`src/rtl/alu8_pkg.sv`:
```
package alu8_pkg;

  typedef enum logic [3:0] {
    OP_ADD  = 4'd0,
    OP_SUB  = 4'd1,
    OP_AND  = 4'd2,
    OP_XOR  = 4'd3,
    OP_OR   = 4'd4,
    OP_BITT = 4'd5,
    OP_CMP  = 4'd6,
    OP_INC  = 4'd7,
    OP_DEC  = 4'd8,
    OP_SHL  = 4'd9,
    OP_SHR  = 4'd10,
    OP_ROL  = 4'd11,
    OP_ROR  = 4'd12,
    OP_PASS = 4'd13,
    OP_RSV0 = 4'd14,
    OP_RSV1 = 4'd15
  } alu_op_e;

  // flag positions inside the {N,V,Z,C} vectors
  localparam int FL_N = 3;
  localparam int FL_V = 2;
  localparam int FL_Z = 1;
  localparam int FL_C = 0;
  localparam int FL_W = 4;

endpackage

```
`src/rtl/alu8_arith.sv`:
```
module alu8_arith
  import alu8_pkg::*;
#(
  parameter int WIDTH = 8
) (
  input  alu_op_e          op,
  input  logic [WIDTH-1:0] a,
  input  logic [WIDTH-1:0] b,
  input  logic             cin,
  output logic [WIDTH-1:0] res,
  output logic             n,
  output logic             v,
  output logic             z,
  output logic             c
);

  localparam int MSB = WIDTH - 1;

  function automatic logic [WIDTH:0] add_wide(input logic [WIDTH-1:0] x,
                                              input logic [WIDTH-1:0] y,
                                              input logic             ci);
    return {1'b0, x} + {1'b0, y} + {{WIDTH{1'b0}}, ci};
  endfunction

  function automatic logic sign_ovf(input logic xs, input logic ys, input logic rs);
    return (xs == ys) && (rs != xs);
  endfunction

  logic [WIDTH:0]   sum_w;
  logic [WIDTH-1:0] b_eff;
  logic             ci_eff;

  always_comb begin
    b_eff  = b;
    ci_eff = cin;
    unique case (op)
      OP_SUB:  b_eff = ~b;
      OP_CMP:  begin b_eff = ~b; ci_eff = 1'b1; end
      OP_INC:  begin b_eff = '0; ci_eff = 1'b1; end
      OP_DEC:  begin b_eff = '1; ci_eff = 1'b0; end
      default: ;
    endcase
    sum_w = add_wide(a, b_eff, ci_eff);
    res   = sum_w[MSB:0];
    c     = sum_w[WIDTH];
    v     = sign_ovf(a[MSB], b_eff[MSB], sum_w[MSB]);
    n     = sum_w[MSB];
    z     = (sum_w[MSB:0] == '0);
  end

  always_comb begin
    if (op == OP_CMP && z) AST_CMP_EQ_SETS_C: assert (c);
    if (op == OP_CMP && a < b) AST_CMP_LT_CLEARS_C: assert (!c);
    if (op == OP_SUB && cin && !c) AST_SUB_BORROW_LT: assert (a < b);
    if (op == OP_ADD && a[MSB] != b[MSB]) AST_ADD_MIXED_NO_OVF: assert (!v);
  end

endmodule

```
`src/rtl/alu8_logic.sv`:
```
module alu8_logic
  import alu8_pkg::*;
#(
  parameter int WIDTH = 8
) (
  input  alu_op_e          op,
  input  logic [WIDTH-1:0] a,
  input  logic [WIDTH-1:0] b,
  output logic [WIDTH-1:0] res,
  output logic             n,
  output logic             v,
  output logic             z
);

  localparam int MSB = WIDTH - 1;

  logic [WIDTH-1:0] masked;

  always_comb begin
    masked = a & b;
    v      = 1'b0;
    unique case (op)
      OP_XOR:  res = a ^ b;
      OP_OR:   res = a | b;
      OP_BITT: res = a;
      default: res = masked;
    endcase
    if (op == OP_BITT) begin
      n = b[MSB];
      v = b[MSB-1];
      z = (masked == '0);
    end else begin
      n = res[MSB];
      z = (res == '0);
    end
  end

  always_comb begin
    if (op == OP_BITT) AST_BIT_KEEPS_A: assert (res == a);
    if (op == OP_AND) AST_AND_WITHIN_A: assert ((res & ~a) == '0);
    if (op == OP_OR) AST_OR_COVERS_B: assert ((res & b) == b);
  end

endmodule

```
`src/rtl/alu8_shift.sv`:
```
module alu8_shift
  import alu8_pkg::*;
#(
  parameter int WIDTH = 8
) (
  input  alu_op_e          op,
  input  logic [WIDTH-1:0] a,
  input  logic             cin,
  output logic [WIDTH-1:0] res,
  output logic             n,
  output logic             z,
  output logic             c
);

  localparam int MSB = WIDTH - 1;

  logic left;
  logic fill;

  always_comb begin
    left = (op == OP_SHL) || (op == OP_ROL);
    fill = ((op == OP_ROL) || (op == OP_ROR)) ? cin : 1'b0;
    if (left) begin
      res = {a[MSB-1:0], fill};
      c   = a[MSB];
    end else begin
      res = {fill, a[MSB:1]};
      c   = a[0];
    end
    n = res[MSB];
    z = (res == '0);
  end

  always_comb begin
    if (op == OP_ROL || op == OP_ROR)
      AST_ROT_KEEPS_ONES: assert ($countones({c, res}) == $countones({cin, a}));
    if (op == OP_SHL) AST_SHL_FILL_ZERO: assert (res[0] == 1'b0);
    if (op == OP_SHR) AST_SHR_FILL_ZERO: assert (res[MSB] == 1'b0);
  end

endmodule

```
`src/rtl/alu8_core.sv`:
```
module alu8_core
  import alu8_pkg::*;
#(
  parameter int WIDTH = 8
) (
  input  logic [3:0]       op_sel,
  input  logic [WIDTH-1:0] opa,
  input  logic [WIDTH-1:0] opb,
  input  logic [3:0]       flags_in,
  input  logic             dec_mode,
  output logic [WIDTH-1:0] result,
  output logic [3:0]       flags_out,
  output logic [3:0]       flag_upd,
  output logic             bcd_unsupported
);

  alu_op_e op;
  assign op = alu_op_e'(op_sel);

  // named internal results, one set per unit
  logic [WIDTH-1:0] ar_res, lg_res, sh_res;
  logic ar_n, ar_v, ar_z, ar_c;
  logic lg_n, lg_v, lg_z;
  logic sh_n, sh_z, sh_c;
  logic [FL_W-1:0] new_fl;
  logic is_arith;

  alu8_arith #(.WIDTH(WIDTH)) u_arith (
    .op(op), .a(opa), .b(opb), .cin(flags_in[FL_C]),
    .res(ar_res), .n(ar_n), .v(ar_v), .z(ar_z), .c(ar_c)
  );

  alu8_logic #(.WIDTH(WIDTH)) u_logic (
    .op(op), .a(opa), .b(opb),
    .res(lg_res), .n(lg_n), .v(lg_v), .z(lg_z)
  );

  alu8_shift #(.WIDTH(WIDTH)) u_shift (
    .op(op), .a(opa), .cin(flags_in[FL_C]),
    .res(sh_res), .n(sh_n), .z(sh_z), .c(sh_c)
  );

  always_comb begin
    result   = opa;
    new_fl   = flags_in;
    flag_upd = 4'b0000;
    unique case (op)
      OP_ADD, OP_SUB: begin
        result = ar_res; new_fl = {ar_n, ar_v, ar_z, ar_c}; flag_upd = 4'b1111;
      end
      OP_CMP: begin
        new_fl = {ar_n, 1'b0, ar_z, ar_c}; flag_upd = 4'b1011;
      end
      OP_INC, OP_DEC: begin
        result = ar_res; new_fl = {ar_n, 1'b0, ar_z, 1'b0}; flag_upd = 4'b1010;
      end
      OP_AND, OP_XOR, OP_OR: begin
        result = lg_res; new_fl = {lg_n, 1'b0, lg_z, 1'b0}; flag_upd = 4'b1010;
      end
      OP_BITT: begin
        result = lg_res; new_fl = {lg_n, lg_v, lg_z, 1'b0}; flag_upd = 4'b1110;
      end
      OP_SHL, OP_SHR, OP_ROL, OP_ROR: begin
        result = sh_res; new_fl = {sh_n, 1'b0, sh_z, sh_c}; flag_upd = 4'b1011;
      end
      default: ;
    endcase
  end

  // keep every flag whose enable is low
  for (genvar k = 0; k < FL_W; k++) begin : g_merge
    assign flags_out[k] = flag_upd[k] ? new_fl[k] : flags_in[k];
  end

  assign is_arith        = (op == OP_ADD) || (op == OP_SUB);
  assign bcd_unsupported = dec_mode && is_arith;

  always_comb begin
    for (int k = 0; k < FL_W; k++)
      if (!flag_upd[k]) AST_HOLD_UNUPDATED: assert (flags_out[k] == flags_in[k]);
    if (bcd_unsupported) AST_BCD_ONLY_ARITH: assert (op_sel <= 4'd1 && dec_mode);
    if (op_sel >= 4'd13) AST_PASS_IDLE: assert (flag_upd == 4'b0000 && result == opa);
    if (op_sel == 4'd6) AST_CMP_KEEPS_A: assert (result == opa);
  end

endmodule

```
`config.mk`:
```
export PLATFORM = sky130hd
export DESIGN_NAME = alu8_core
export DESIGN_NICKNAME = d
export VERILOG_FILES = /design/src/rtl/alu8_pkg.sv /design/src/rtl/alu8_arith.sv /design/src/rtl/alu8_logic.sv /design/src/rtl/alu8_shift.sv /design/src/rtl/alu8_core.sv
export SDC_FILE = /design/constraint.sdc
export NUM_CORES = 1
export LEC_CHECK = 0
export ABC_CLOCK_PERIOD_IN_PS = 5400
export BUFFER_PORTS_ARGS = -buffer_cell sky130_fd_sc_hd__buf_2
export CAP_MARGIN = 15
export CORE_MARGIN = 4
export CORE_UTILIZATION = 30
export DETAILED_ROUTE_END_ITERATION = 10
export GPL_ROUTABILITY_DRIVEN = 0
export GPL_TIMING_DRIVEN = 0
export PLACE_DENSITY_LB_ADDON = 0.08
export SYNTH_ARGS = -nofsm -noshare
export SYNTH_HDL_FRONTEND = slang
export SYNTH_SLANG_ARGS = --single-unit
```
`constraint.sdc`:
```
create_clock -name vclk -period 5.4
set_input_delay 1.08 -clock vclk [all_inputs]
set_output_delay 1.08 -clock vclk [all_outputs]
set_load 0.05 [all_outputs]
```
==> results.cfg, run 1 <==
[status]
outcome = finished clean

[setup_path]
cp_data_required_time_ns = 4.32
crit_chain = buf_4 > nor2b_2 > or2b_1 > mux2i_1 > a22oi_1 > o21ai_2 > fa_2 > inv_1 > fa_1 > nor2b_1 > o31a_1 > o21bai_1 > nand2_1 > a21oi_1 > o31ai_2 > clkbuf_4
cp_max_fo = 10
path_class = input port to output port
critical_path.max_stage_delay_ns = 0.39
crit_arrival_ns = 4.08
crit_family = simple AND/OR/NAND/NOR gates
start_kind = input port
endpoint_kind = output port
path_buf_inv = 3
crit_slowest_cell = or2b_1

[power]
ir_drop_v = 0.00007740
p_sw_w = 0.0002153
combPwrFrac_pct = 100.0
sequentialPowerShare_pct = 0
power.leakage_nw = 1.027
total_power_w = 0.0003265
p_clk_share_pct = 0
sw_frac_of_total_pct = 65.93
internal_power_w = 0.0001112
power-per-cell-area_nw_per_um2 = 143.6

[synthesis]
seq_area_frac_synth_pct = 0
synth_compound_area_share_pct = 43.18
yosysWarnings = 0
synth_cells = 295
synth_mux_area_share_pct = 4.175
synth-simple-area-share_pct = 22.90
synth_nets = 345
ys_types = 57
synth_top_family_by_area = compound AO/OA/AOI/OAI gates
synth-xor-area-share_pct = 1.826
netlist_area_sq_um = 1918
synth-adder-area-share_pct = 17.09
syn_area_per_cell_sq_um = 6.502

[die]
core_area_sq_um = 6061
die_width_um = 87.96
io_pins = 42
die_y_um = 87.96
rows = 28
die_area_sq_um = 7737
start_util_pct = 31.65

[timing]
rsz0062_at_grt = false
drv_slew = 0
hold_slack_ns = 2.585
period_needed_ns = 5.165
fin_crit_sh_pct = 95.65
max_freq_ghz = 0.1936
finalHoldViolCount = 0
timing.slew.headroom_pct = 55.52
setup_tns_ns = 0
finalSetupViolations = 0
setup_ws_ns = 0.2351
worstMarginPinSlew_ns = 0.6621

[route]
wire_per_inst_um = 18.70
wirelength_um = 7649
drt_pass1_iterations = 7
vias = 2416
drt_iter0_drc = 222
ant_nets = 0
vias_per_cell = 5.907
drc = 0

[global_route]
grt_pass1_wl_um = 12410
grt_overflow_total = 0
grt_max_degree = 11
grt.total_usage_pct = 19.99
antenna_found_initial = 0
grt_pass1_vias = 2238

[final_layout]
syn_to_final_growth_pct = 18.53
clkbuf_count = 0
seq_cells = 0
seq_area_sq_um = 0
drive_gt1_share_pct = 22.75
antenna-diode-count = 0
utilization_pct = 37.51
nets = 386

[place]
pre_cts_slack_ns = -0.5198
portBuffers = 40
dp.final_hpwl_um = 6111

[worst_hold_path]
hold_path_class = input port to output port

[job]
cap_violations = 0
==> cells by family (layout without fill, tap and decap cells) <==
family          count (synthesis)  in the layout
simple gates                   85             85
xor+xnor                        4              4
compound gates                127            127
buf+inv                        46             85
mux                             8              8
fa+ha+maj                      25             25
==> synth_stat cells, types with 2 or more instances <==
master | n | area, sq um
a211oi_1 | 3 | 22.52
a21oi_1 | 33 | 165.2
a21oi_2 | 2 | 17.52
a221o_1 | 2 | 20.02
a221oi_1 | 3 | 26.28
a22oi_1 | 9 | 67.56
a2bb2oi_1 | 7 | 61.31
a31oi_1 | 11 | 68.82
buf_1 | 2 | 7.510
buf_2 | 7 | 35.03
buf_4 | 3 | 22.52
buf_6 | 2 | 22.52
clkbuf_1 | 10 | 37.54
fa_1 | 2 | 40.04
ha_1 | 23 | 287.8
inv_1 | 22 | 82.58
mux2i_1 | 8 | 80.08
nand2_1 | 11 | 41.29
nand2b_1 | 3 | 18.77
nand3_1 | 2 | 10.01
nand3b_1 | 2 | 15.01
nand4_1 | 2 | 12.51
nor2_1 | 35 | 131.4
nor2b_1 | 5 | 31.28
nor3_1 | 5 | 25.02
nor4_1 | 5 | 31.28
nor4b_1 | 2 | 17.52
o211ai_1 | 4 | 30.03
o21a_1 | 2 | 15.01
o21ai_0 | 20 | 100.1
o22ai_1 | 18 | 112.6
or2b_1 | 2 | 15.01
or3_1 | 2 | 12.51
xor2_1 | 3 | 26.28
==> final timing paths <==
kind / from / to / slack, ns / depth (start not counted)
max: op_sel[3] / flags_out[0] / 0.24 / 16
min: flags_in[2] / flags_out[2] / 2.59 / 4
==> routing by layer <==
layer,vias to the layer above,routed length (um),track usage [%],share of wire [%]
met5,-,0,0,0
met4,0,143,4.881,1.9
met3,12,483,1.035,6.3
met2,122,3351,30.82,44
met1,1088,3670,30.13,48
li1,1194,-,-,-
==> area by class of cell <==
class,instances,area (sq um)
Multi-Input combinational cell,249,1743
Tap cell,75,93.84
Inverter,22,82.58
Timing Repair Buffer,41,217.7
Buffer,22,136.4
Fill cell,695,3787
==> power groups by stage <==
stage                     combinational [W]  sequential [W]  clock, W
after floorplan                    0.000224               0         0
after global placement             0.000312               0         0
after detailed placement           0.000311               0         0
after CTS                          0.000317               0         0
after global routing               0.000354               0         0
final                              0.000326               0         0
==> through the flow <==
step                      instance area [sq um]  instances
after floorplan                            1923        295
after global placement                     2217        410
after detailed placement                   2217        410
after CTS                                  2246        410
after global routing                       2273        409
final                                      2273        409
==> what timing repair did <==
action,4_1_cts,5_1_grt
setup buffers,0,1
pin swaps,0,2
hold buffers,0,0
setup endpoints to repair,7,6
resized for setup,14,12
==> cell usage in the layout (no fill, tap or decap), drive strengths merged, types with 2 or more instances in the layout <==
cell,count
a211oi,3
a21oi,35
a221o,2
a221oi,3
a22oi,9
a2bb2oi,8
a31oi,11
and3,2
buf,50
clkbuf,13
fa,2
ha,23
inv,22
mux2i,8
nand2,11
nand2b,3
nand3,2
nand3b,3
nand4,2
nor2,35
nor2b,5
nor3,5
nor4,5
nor4b,2
o211ai,4
o21a,2
o21ai,21
o22ai,19
or2b,2
or3,2
xor2,3
Power figures use the tool's default switching activity.
==> inputs of run 2 (changes only) <==
==> constraint.sdc (replaced) <==
create_clock -name vclk -period 5.4
set_input_delay 0.27 -clock vclk [all_inputs]
set_output_delay 0.27 -clock vclk [all_outputs]
set_load 0.05 [all_outputs]
==> run 2 against run 1 <==
Effect of this change: sequential share of layout area is the same; maximum frequency increased by 19%; power fell by 3.8%; utilization is 1.0 points lower; combinational power fell by 4%; wire length fell by 1.8%; clock-buffer cell count unchanged; via count grew 0.83%; critical path type unchanged; highest routed layer unchanged.
==> results.cfg, run 2 (same netlist as run 1, synthesis figures left out) <==
[setup_path]
critical_path.max_stage_delay_ns = 0.51
crit_arrival_ns = 4.08
cp_data_required_time_ns = 5.13
cp_max_fo = 10
critical_path.most_common_cell = buf_2
crit_slowest_cell = fa_1
path_buf_inv = 5
crit_chain = buf_2 > buf_2 > buf_2 > buf_1 > o22ai_1 > a21oi_1 > o21ai_0 > fa_1 > a21oi_1 > o21ai_0 > o21ai_0 > xor2_1 > nand4_1 > nand3_1 > buf_2
crit_family = compound AO/OA/AOI/OAI gates
endpoint_kind = output port
path_class = input port to output port
start_kind = input port

[final_layout]
final_common_cell = buf_2
fillers = 676
antenna-diode-count = 0
nets = 387
seq_cells = 0
stdcell_count = 410
clkbuf_count = 0
drive_gt1_share_pct = 18.21
seq_area_sq_um = 0
syn_to_final_growth_pct = 15.33
final_cell_mix = buf_2 (47), nor2_1 (35), a21oi_1 (33)

[global_route]
grt.total_usage_pct = 19.62
grt_overflow_total = 0
antenna_found_initial = 0
grt_max_degree = 11
grt_pass1_wl_um = 12250
grt_pass1_vias = 2259

[die]
rows = 28
core_area_sq_um = 6061
start_util_pct = 31.65
io_pins = 42
die_width_um = 87.96
die_area_sq_um = 7737
die_y_um = 87.96

[route]
wire_per_inst_um = 18.33
wirelength_um = 7515
drc = 0
vias_per_cell = 5.941
vias = 2436
ant_nets = 0
drt_pass1_iterations = 5
drt_iter0_drc = 235

[power]
power.leakage_nw = 0.9870
ir_drop_v = 0.00006411
power-per-cell-area_nw_per_um2 = 141.9

[timing]
max_freq_ghz = 0.2298
finalHoldViolCount = 0
setup_tns_ns = 0
worstMarginPinSlew_ns = 0.7383
fin_crit_sh_pct = 80.57
timing.slew.headroom_pct = 50.40
finalSetupViolations = 0
period_needed_ns = 4.351
hold_slack_ns = 0.9636
drv_slew = 0
rsz0062_at_grt = false

[place]
portBuffers = 40
dp.final_hpwl_um = 6168
dp_cells = 410

[status]
outcome = finished clean

[worst_hold_path]
worstHoldPathCells = 3
min_from = dec_mode
hold_path_class = input port to output port
hold_end = bcd_unsupported

[clocking]
post_cts_resized = 0
postCtsSetupRepairBufs = 0
hold_buffers = 0

[job]
cap_violations = 0
==> run 2: cell count changes in the layout (fill, tap and decap cells not counted), moves of 2 or more <==
cell      change
clkbuf_1      +7
buf_2         +6
clkbuf_2      -5
clkbuf_4      -5
buf_4         -4
buf_1         +2
o21ai_0       +2
o21ai_2       -2
==> run 2: stage by stage <==
stage / cell area [sq um] / utilization [%] / worst slack, ns / total power, W
2_1_floorplan: 1918 / - / 1.345 / 0.0002233
5_1_grt: 2212 / 36.50 / 0.7773 / 0.0003421
4_1_cts: 2212 / 36.50 / 1.072 / 0.0003107
6_report: 2212 / 36.50 / 1.049 / 0.0003140
3_3_place_gp: 2212 / 36.50 / 1.059 / 0.0003105
3_5_place_dp: 2212 / 36.50 / 1.080 / 0.0003094
==> run 2: how the worst max path moves through the flow <==
stage | startpoint | to | slack, ns | depth (start not counted)
6_report | op_sel[0] | flags_out[1] | 1.05 | 15
5_1_grt | op_sel[0] | flags_out[1] | 0.78 | 15
4_1_cts | op_sel[0] | flags_out[1] | 1.07 | 15
3_5_place_dp | op_sel[0] | flags_out[1] | 1.08 | 15
3_3_place_gp | op_sel[0] | flags_out[1] | 1.06 | 15
2_1_floorplan | op_sel[3] | flags_out[0] | 1.34 | 15
==> run 2: final cells by class <==
type | count | area (sq um) | area share (%)
multi-input combinational | 249 | 1710 | 77.32
tap | 75 | 93.84 | 4.242
inverter | 22 | 82.58 | 3.733
buffer | 24 | 125.1 | 5.656
timing repair buffer | 40 | 200.2 | 9.050
==> run 2: power by group <==
group,total (W),internal [W],switching (W),leakage (nW)
clock network,0,0,0,0
logic,0.000314,0.000103,0.000211,0.987
registers,0,0,0,0
total,0.000314,0.000103,0.000211,0.987
==> run 2: layer usage <==
layer	up-vias	global-route usage [%]	wire [um]
li1	1193	-	-
met1	1121	28.85	3627
met2	108	31.10	3199
met3	14	1.129	503
met4	0	4.742	184
met5	-	0	0
==> run 2: worst min-delay path, stage by stage <==
cell	delay [ns]
buf_2	0.09
nor4b_1	0.13
buf_2	0.20
==> inputs of run 3 (changes only) <==
- ABC_CLOCK_PERIOD_IN_PS: 5400 -> 4500
- clock period: 5.4 -> 4.5 ns (I/O delays scaled with it)
==> run 3 against run 2 <==
Effect of this change: hold slack lost 0.091 ns; clock-buffer cell count unchanged; setup slack worse by 0.70 ns; final area stayed put; first-iteration DRC count stayed put; die area unchanged; final cell count is the same; sequential share of layout area is the same; largest power group unchanged; highest routed layer unchanged.
==> results.cfg, run 3 (same netlist as run 1, synthesis figures left out) <==
[route]
drt_iter0_drc = 235
ant_nets = 0
vias_per_cell = 5.939
drt_pass1_iterations = 5
wire_per_inst_um = 18.34
drc = 0
vias = 2435
wirelength_um = 7520

[timing]
worstMarginPinSlew_ns = 0.7385
drv_slew = 0
finalHoldViolCount = 0
max_freq_ghz = 0.2407
setup_tns_ns = 0
fin_crit_sh_pct = 92.34
timing.slew.headroom_pct = 50.39
finalSetupViolations = 0
period_needed_ns = 4.155
rsz0062_at_grt = false

[job]
cap_violations = 0

[setup_path]
crit_chain = buf_2 > buf_2 > buf_2 > buf_1 > o22ai_1 > a21oi_1 > o21ai_0 > fa_1 > a21oi_1 > o21ai_0 > o21ai_1 > xor2_1 > nand4_1 > nand3_1 > buf_2
cp_data_required_time_ns = 4.28
endpoint_kind = output port
critical_path.max_stage_delay_ns = 0.52
path_class = input port to output port
critical_path.most_common_cell = buf_2
start_kind = input port
crit_arrival_ns = 3.93
path_buf_inv = 5
cp_max_fo = 10
crit_family = buffers and inverters
crit_slowest_cell = fa_1

[global_route]
grt_overflow_total = 0
grt_pass1_wl_um = 12250
grt_max_degree = 11
grt_pass1_vias = 2259
antenna_found_initial = 0
grt.total_usage_pct = 19.62

[worst_hold_path]
hold_path_class = input port to output port

[power]
power.leakage_nw = 0.9870
power-per-cell-area_nw_per_um2 = 170.5
ir_drop_v = 0.00007701

[clocking]
hold_buffers = 0
postCtsSetupRepairBufs = 0
post_cts_resized = 0

[die]
die_area_sq_um = 7737
core_area_sq_um = 6061
io_pins = 42
die_width_um = 87.96
rows = 28
die_y_um = 87.96
start_util_pct = 31.65

[place]
placed_area_sq_um = 2212
dp.final_hpwl_um = 6168
portBuffers = 40

[final_layout]
seq_cells = 0
final_common_cell = buf_2
drive_gt1_share_pct = 18.21
nets = 387
antenna-diode-count = 0
fillers = 676
syn_to_final_growth_pct = 15.33
final_cell_mix = buf_2 (47), nor2_1 (35), a21oi_1 (33)
clkbuf_count = 0
multi_input_area_sq_um = 1710
final_cell_area_sq_um = 2212
seq_area_sq_um = 0

[status]
outcome = finished clean
==> run 3: cell counts in the layout (fill, tap and decap cells not counted) <==
No cell type changed its count.
==> run 3: final cells by class <==
| type | instances | area share (%) |
|---|---|---|
| Buffer | 24 | 5.656 |
| Inverter | 22 | 3.733 |
| Multi-Input combinational cell | 249 | 77.32 |
| Tap cell | 75 | 4.242 |
| Timing Repair Buffer | 40 | 9.050 |
==> run 3: per-stage QoR <==
step | worst slack [ns] | util [%] | hold slack (ns) | total power [W] | cells
CTS | 0.2615 | 36.50 | 0.8757 | 0.0003728 | 410
finish | 0.3449 | 36.50 | 0.8730 | 0.0003771 | 410
detailed placement | 0.2703 | 36.50 | 0.8740 | 0.0003713 | 410
floorplan | 0.5347 | - | 0.7276 | 0.0002680 | 295
global placement | 0.2486 | 36.50 | 0.8708 | 0.0003726 | 410
global route | 0.09138 | 36.50 | 0.8901 | 0.0004109 | 410
==> run 3: metal layers <==
layer | GRT usage [%] | up-vias | share of wire (%)
met5 | 0 | - | 0
met4 | 4.742 | 0 | 2.4
met3 | 1.129 | 14 | 7.0
met2 | 31.10 | 113 | 42
met1 | 28.85 | 1117 | 48
li1 | - | 1191 | -
==> run 3: path summary, 6_finish.rpt <==
kind,startpoint,endpoint,slack (ns),cells after the start
worst max-delay path,op_sel[0],flags_out[1],0.34,15
worst min-delay path,dec_mode,bcd_unsupported,0.87,3
==> run 3: where the power goes <==
group / switching [W] / leakage (nW) / internal (W)
Sequential: 0 / 0 / 0
Clock: 0 / 0 / 0
Combinational: 0.000254 / 0.987 / 0.000123
Total: 0.000254 / 0.987 / 0.000123
